### config.mk
export PLATFORM = sky130hd
export DESIGN_NAME = csync_classifier
export DESIGN_NICKNAME = d
export VERILOG_FILES = /design/src/rtl/csync_classifier.sv
export SDC_FILE = /design/constraint.sdc
export NUM_CORES = 1
export LEC_CHECK = 0
export CAP_MARGIN = 20
export CORE_MARGIN = 4
export CORE_UTILIZATION = 65
export CTS_BUF_LIST = sky130_fd_sc_hd__clkbuf_2 sky130_fd_sc_hd__clkbuf_4 sky130_fd_sc_hd__clkbuf_8
export DETAILED_ROUTE_END_ITERATION = 8
export PLACE_DENSITY = 0.87
export SETUP_SLACK_MARGIN = 0.5
export SLEW_MARGIN = 10
export SYNTH_ARGS = -nofsm -noshare
export SYNTH_HDL_FRONTEND = slang
export SYNTH_SLANG_ARGS = --single-unit
### constraint.sdc
create_clock -name clk -period 3.7 [get_ports clk]
set_input_delay 0.37 -clock clk [delete_from_list [all_inputs] [get_ports clk]]
set_output_delay 0.37 -clock clk [all_outputs]
set_load 0.03 [all_outputs]
### src/rtl/csync_classifier.sv
module csync_classifier #(
  parameter int MIN_PULSE = 54,
  parameter int FRAME_MIN = 270,
  parameter int LINE_NOM  = 1728,
  parameter int WIN       = 27,
  parameter int TIMEOUT   = 1890,
  parameter int FLASH_LEN = 2700000,
  parameter int LINE_W    = 9
) (
  input  logic              clk,
  input  logic              rst_n,
  input  logic              sync_n,
  input  logic [LINE_W-1:0] insert_line,
  output logic              line_pulse,
  output logic              frame_pulse,
  output logic [LINE_W-1:0] line_num,
  output logic              insert_stb,
  output logic              frame_seen,
  output logic              locked
);
  localparam int CW = $clog2(TIMEOUT + 2);
  localparam int FW = $clog2(FLASH_LEN + 1);
  localparam logic [CW-1:0] K_MIN = CW'(MIN_PULSE);
  localparam logic [CW-1:0] K_FRM = CW'(FRAME_MIN);
  localparam logic [CW-1:0] K_LO  = CW'(LINE_NOM - WIN);
  localparam logic [CW-1:0] K_HI  = CW'(LINE_NOM + WIN);
  localparam logic [CW-1:0] K_TO  = CW'(TIMEOUT);
  localparam logic [FW-1:0] K_FL  = FW'(FLASH_LEN);

  logic          in_q, in_d, track;
  logic [CW-1:0] wcnt, pcnt, fall_at;
  logic [FW-1:0] flash;

  wire fall       = in_d & ~in_q;
  wire rise       = ~in_d & in_q;
  wire is_frame   = rise && wcnt >= K_FRM;
  wire is_line    = rise && wcnt >= K_MIN && wcnt < K_FRM;
  wire in_win     = fall_at >= K_LO && fall_at <= K_HI;
  wire take_frame = is_frame && (!track || in_win);
  wire take_line  = is_line && track && in_win;
  wire take       = take_frame | take_line;
  wire expire     = track && in_q && pcnt >= K_TO && !take;

  assign frame_seen = flash != '0;

  always_ff @(posedge clk) begin
    if (!rst_n) begin
      in_q <= 1'b1;
      in_d <= 1'b1;
      wcnt <= '0;
      fall_at <= '0;
    end else begin
      in_q <= sync_n;
      in_d <= in_q;
      if (fall) fall_at <= pcnt;
      if (fall) wcnt <= CW'(1);
      else if (!in_q && wcnt != K_TO) wcnt <= wcnt + CW'(1);
    end
  end

  always_ff @(posedge clk) begin
    if (!rst_n) pcnt <= K_TO;
    else if (take) pcnt <= (wcnt >= K_TO) ? K_TO : wcnt + CW'(1);
    else if (pcnt != K_TO) pcnt <= pcnt + CW'(1);
  end

  always_ff @(posedge clk) begin
    if (!rst_n) begin
      track  <= 1'b0;
      locked <= 1'b0;
    end else begin
      if (take_frame) track <= 1'b1;
      else if (expire) track <= 1'b0;
      if (expire) locked <= 1'b0;
      else if (take_line) locked <= 1'b1;
    end
  end

  always_ff @(posedge clk) begin
    if (!rst_n) begin
      line_num    <= '0;
      line_pulse  <= 1'b0;
      frame_pulse <= 1'b0;
      insert_stb  <= 1'b0;
    end else begin
      line_pulse  <= take_line;
      frame_pulse <= take_frame;
      insert_stb  <= take_line && (line_num + LINE_W'(1)) == insert_line && insert_line != '0;
      if (take_frame) line_num <= '0;
      else if (take_line) line_num <= line_num + LINE_W'(1);
    end
  end

  always_ff @(posedge clk) begin
    if (!rst_n) flash <= '0;
    else if (is_frame) flash <= K_FL;
    else if (flash != '0) flash <= flash - FW'(1);
  end

  p_excl_r3: assert property (@(posedge clk) disable iff (!rst_n)
    !(line_pulse && frame_pulse));
  p_search_r4: assert property (@(posedge clk) disable iff (!rst_n)
    (!track && !locked) |=> !line_pulse);
  p_frame_zero_r6: assert property (@(posedge clk) disable iff (!rst_n)
    frame_pulse |-> line_num == '0);
  p_ins_match_r7: assert property (@(posedge clk) disable iff (!rst_n)
    insert_stb |-> (line_num == insert_line && line_pulse));
  p_lock_rise_r8: assert property (@(posedge clk) disable iff (!rst_n)
    $rose(locked) |-> line_pulse);
  p_lock_track_r8: assert property (@(posedge clk) disable iff (!rst_n)
    locked |-> track);
  p_flash_r9: assert property (@(posedge clk) disable iff (!rst_n)
    frame_pulse |-> frame_seen);
endmodule

==> run_results.csv <==
group,metric,value,unit
clocking,post_cts_buffers,0,
logic_synthesis,avgSynthCellArea,8.06,µm²
final_layout,fillCellCount,457,
global_route,grt_max_degree,22,
clocking,cts-buffers-inserted,9,
logic_synthesis,synth_edf_count,0,
clocking,cts_hold_buffers,0,
floorplanning,die_y,85.6,µm
clocking,insertion_delay,0.36,ns
routing,wire_per_inst,15.1,µm
global_route,grt.total_usage,24.4,%
logic_synthesis,synth-simple-area-share,27.2,%
hold_path,holdPathEnd,"fall_at[0]",
clocking,cts_tree,"built",
sta,setup_tns,0,ns
sta,setup_viol,0,
worst_setup_path,r2r_cells,5,
hold_path,min_path_type,"reg -> reg",
floorplanning,start_util,66.6,%
floorplanning,core,0.00589,mm²
sta,hold_viol,0,
floorplanning,row_count,28,
logic_synthesis,synth_fp_nets,504,
routing,wl,8.69,mm
place,place_congestion,0.926,
sta,clock_skew,0.0136,ns
pwr,peakVddDrop,0.492,mV
final_layout,layout.nets,514,
worst_setup_path,crit_type,"reg -> out",
logic_synthesis,syn_area,0.00392,mm²
pwr,p_leak,1.56,nW
worst_setup_path,r2r_start,"wcnt[4]",
final_layout,area_growth,10.4,%
sta,final.period_utilization,73.3,%
sta,max_freq,369,MHz
logic_synthesis,yosysWarningCount,0,
sta,slew_headroom,51.1,%
final_layout,drive_above_1_share,6.19,%
floorplanning,design.die.area,0.00733,mm²
global_route,top_usage_layer,"met2",
logic_synthesis,ys_async_sr_fraction,0,%
sta,timing.final.ws_setup,0.989,ns
floorplanning,die_w,85.6,µm
place,dp_slack,1.26,ns
worst_setup_path,path_delay_family,"simple AND/OR/NAND/NOR gates",
clocking,cts_root_buffer,"clkbuf_8",
worst_setup_path,cp-start-kind,"flip-flop",
floorplanning,io_pins,26,
place,port_buffers,25,
place,dp_hpwl,6.39,mm
clocking,clockBufferDepth,2,
logic_synthesis,ys_ff_latch,71,
worst_setup_path,required,3.33,ns
run_status,status,"finished clean",
sta,tightest_slew,0.728,ns
logic_synthesis,synth_xor_xnor_area_share,11.2,%
worst_setup_path,reg2reg_slack,1.21,ns
worst_setup_path,cpMaxStageDelayCell,"clkdlybuf4s50_1",
final_layout,final_area,0.00433,mm²
worst_setup_path,r2r_end,"line_num[4]",
logic_synthesis,synth_top_family_by_area,"simple AND/OR/NAND/NOR gates",
global_route,use_met2,39.8,%
worst_setup_path,critical_path.max_stage_delay,0.61,ns
logic_synthesis,synth_compound_area_share,14.2,%
sta,fin_crit,2.71,ns
hold_path,hp-start,"fall_at[0]",
sta,rsz0062_at_grt,"no",
routing,drtIter0Drc,246,
logic_synthesis,yosysUniqueCellTypes,51,
routing,route.detailed.drc,0,
clocking,clkTransAtPathRegs,0.09,ns
clocking,post_cts_resized,0,
place,placed_area,0.00414,mm²
routing,viasPerCell,6.14,
worst_setup_path,cp_cell_sequence,"or3_1 > nor4b_1 > nand3_1 > clkdlybuf4s50_1",
routing,ant_nets,0,
worst_setup_path,critPathCaptureType,"output pin",
logic_synthesis,yosysSeqAreaShare,36.3,%
logic_synthesis,syn_inst,486,
worst_setup_path,crit_fanout,6,
routing,routed-via-count,3539,
sta,drv_slew,0,
routing,dr.pass1.iters,6,
worst_setup_path,worstPathArrival,2.34,ns
final_layout,antenna_cells,0,
clocking,cts.sinks,71,
global_route,antenna_found_initial,0,
global_route,grt_pass1_wl,14.4,mm
logic_synthesis,muxShareOfSynthArea,3.96,%
global_route,grt_use_met1,30.8,%
sta,fin_worst_hold_slack,0.458,ns
global_route,grt_pass1_vias,3209,
global_route,grtUsageMet3,5.19,%
clocking,cts_max_level,3,
pwr,p_per_area,544,mW/mm²
hold_path,holdPathStages,2,
logic_synthesis,synth_adder_area_share,2.17,%
logic_synthesis,synthFlopType,"dfxtp_1",
global_route,overflow,0,
worst_setup_path,cp_num_buf_inv,1,
run,drv_cap,0,
pwr,power.total,0.00235,W
kinds of logic (layout without fill, tap and decap cells):
kind of cell,Yosys count,count (layout)
multiplexers,15,15
flip-flops,71,71
AND/OR/NAND/NOR,211,211
AO/OA/AOI/OAI,88,88
adder cells (fa/ha/maj),7,7
XOR/XNOR,50,50
buffers and inverters,44,59
through the flow:
stage,utilization [%],cells
after floorplan,-,486
after global placement,70.4,560
after detailed placement,70.4,560
after CTS,73.5,576
after global routing,73.5,576
final,73.5,576
state kept, by name, summed over array words and instances, names as in the netlist:
name         cells
in_q             1
line_num         9
pcnt            11
wcnt            11
frame_pulse      1
flash           22
track            1
line_pulse       1
locked           1
fall_at         11
insert_stb       1
in_d             1
worst max path at each step:
stage                 from           to  slack (ns)  cells past startpoint
2_1_floorplan  line_num[0]   insert_stb        1.68                      6
3_3_place_gp       wcnt[0]      pcnt[1]        1.35                      8
3_5_place_dp       wcnt[4]  line_num[4]        1.26                      5
4_1_cts           flash[8]   frame_seen        1.02                      4
5_1_grt           flash[8]   frame_seen        0.87                      4
6_report          flash[8]   frame_seen        0.99                      4
final cells by class:
cell class                 count  area [µm²]  share of cell area, %
sequential                    71        1420                   32.9
clock inverter                 6        45.0                   1.04
tap                           75        93.8                   2.17
inverter                      16        60.1                   1.39
multi-input combinational    371        2300                   53.2
clock buffer                  10         138                   3.18
timing repair buffer          27         265                   6.13
tightest hold or removal path, cell delays in order, from the launching register on:
cell     delay (ns)
dfxtp_1        0.32
nand2_1        0.05
a21oi_1        0.05
Yosys cell counts, types with 4 or more instances:
| master | count | area share [%] |
|---|---|---|
| dfxtp_1 | 71 | 36 |
| nand4_1 | 13 | 2.1 |
| nor2_1 | 54 | 5.2 |
| nor2b_1 | 5 | 0.80 |
| nor3_1 | 16 | 2.0 |
| o211ai_1 | 7 | 1.3 |
| nor4_1 | 8 | 1.3 |
| a211oi_1 | 4 | 0.77 |
| xnor2_1 | 17 | 3.8 |
| or4_1 | 11 | 2.1 |
| ha_1 | 6 | 1.9 |
| nand2_1 | 51 | 4.9 |
| or3_1 | 8 | 1.3 |
| or2_2 | 4 | 0.64 |
| nand2b_1 | 6 | 0.96 |
| a31oi_1 | 5 | 0.80 |
| inv_1 | 14 | 1.3 |
| o21ai_0 | 10 | 1.3 |
| xor2_1 | 33 | 7.4 |
| nand3_1 | 16 | 2.0 |
| clkbuf_1 | 14 | 1.3 |
| mux2i_1 | 11 | 2.8 |
| o31ai_1 | 11 | 2.1 |
| a21oi_1 | 38 | 4.9 |
| buf_2 | 9 | 1.1 |
cell usage in the layout (no fill, tap or decap), types with 8 or more instances in the layout:
| master | count |
|---|---|
| xnor2_1 | 17 |
| inv_1 | 14 |
| nor4_1 | 8 |
| clkbuf_8 | 10 |
| or4_1 | 11 |
| clkdlybuf4s50_1 | 25 |
| mux2i_1 | 11 |
| nand2_1 | 51 |
| or3_1 | 8 |
| dfxtp_1 | 71 |
| nand4_1 | 13 |
| xor2_1 | 33 |
| o21ai_0 | 9 |
| nor3_1 | 16 |
| nand3_1 | 16 |
| a21oi_1 | 38 |
| nor2_1 | 54 |
| o31ai_1 | 11 |
layer usage:
metal	share of wire [%]	routed length (µm)
met4	1.8	156
met1	44	3810
met3	5.6	487
met2	49	4240
met5	0	0
where the power goes:
part | total (W) | switching [W] | internal, W | leakage, nW
Clock | 0.000570 | 0.000307 | 0.000263 | 0.0849
Combinational | 0.000840 | 0.000530 | 0.000310 | 0.894
Sequential | 0.000945 | 0.0000926 | 0.000852 | 0.577
Total | 0.00235 | 0.000930 | 0.00142 | 1.56
(Power assumes the default switching activity.)
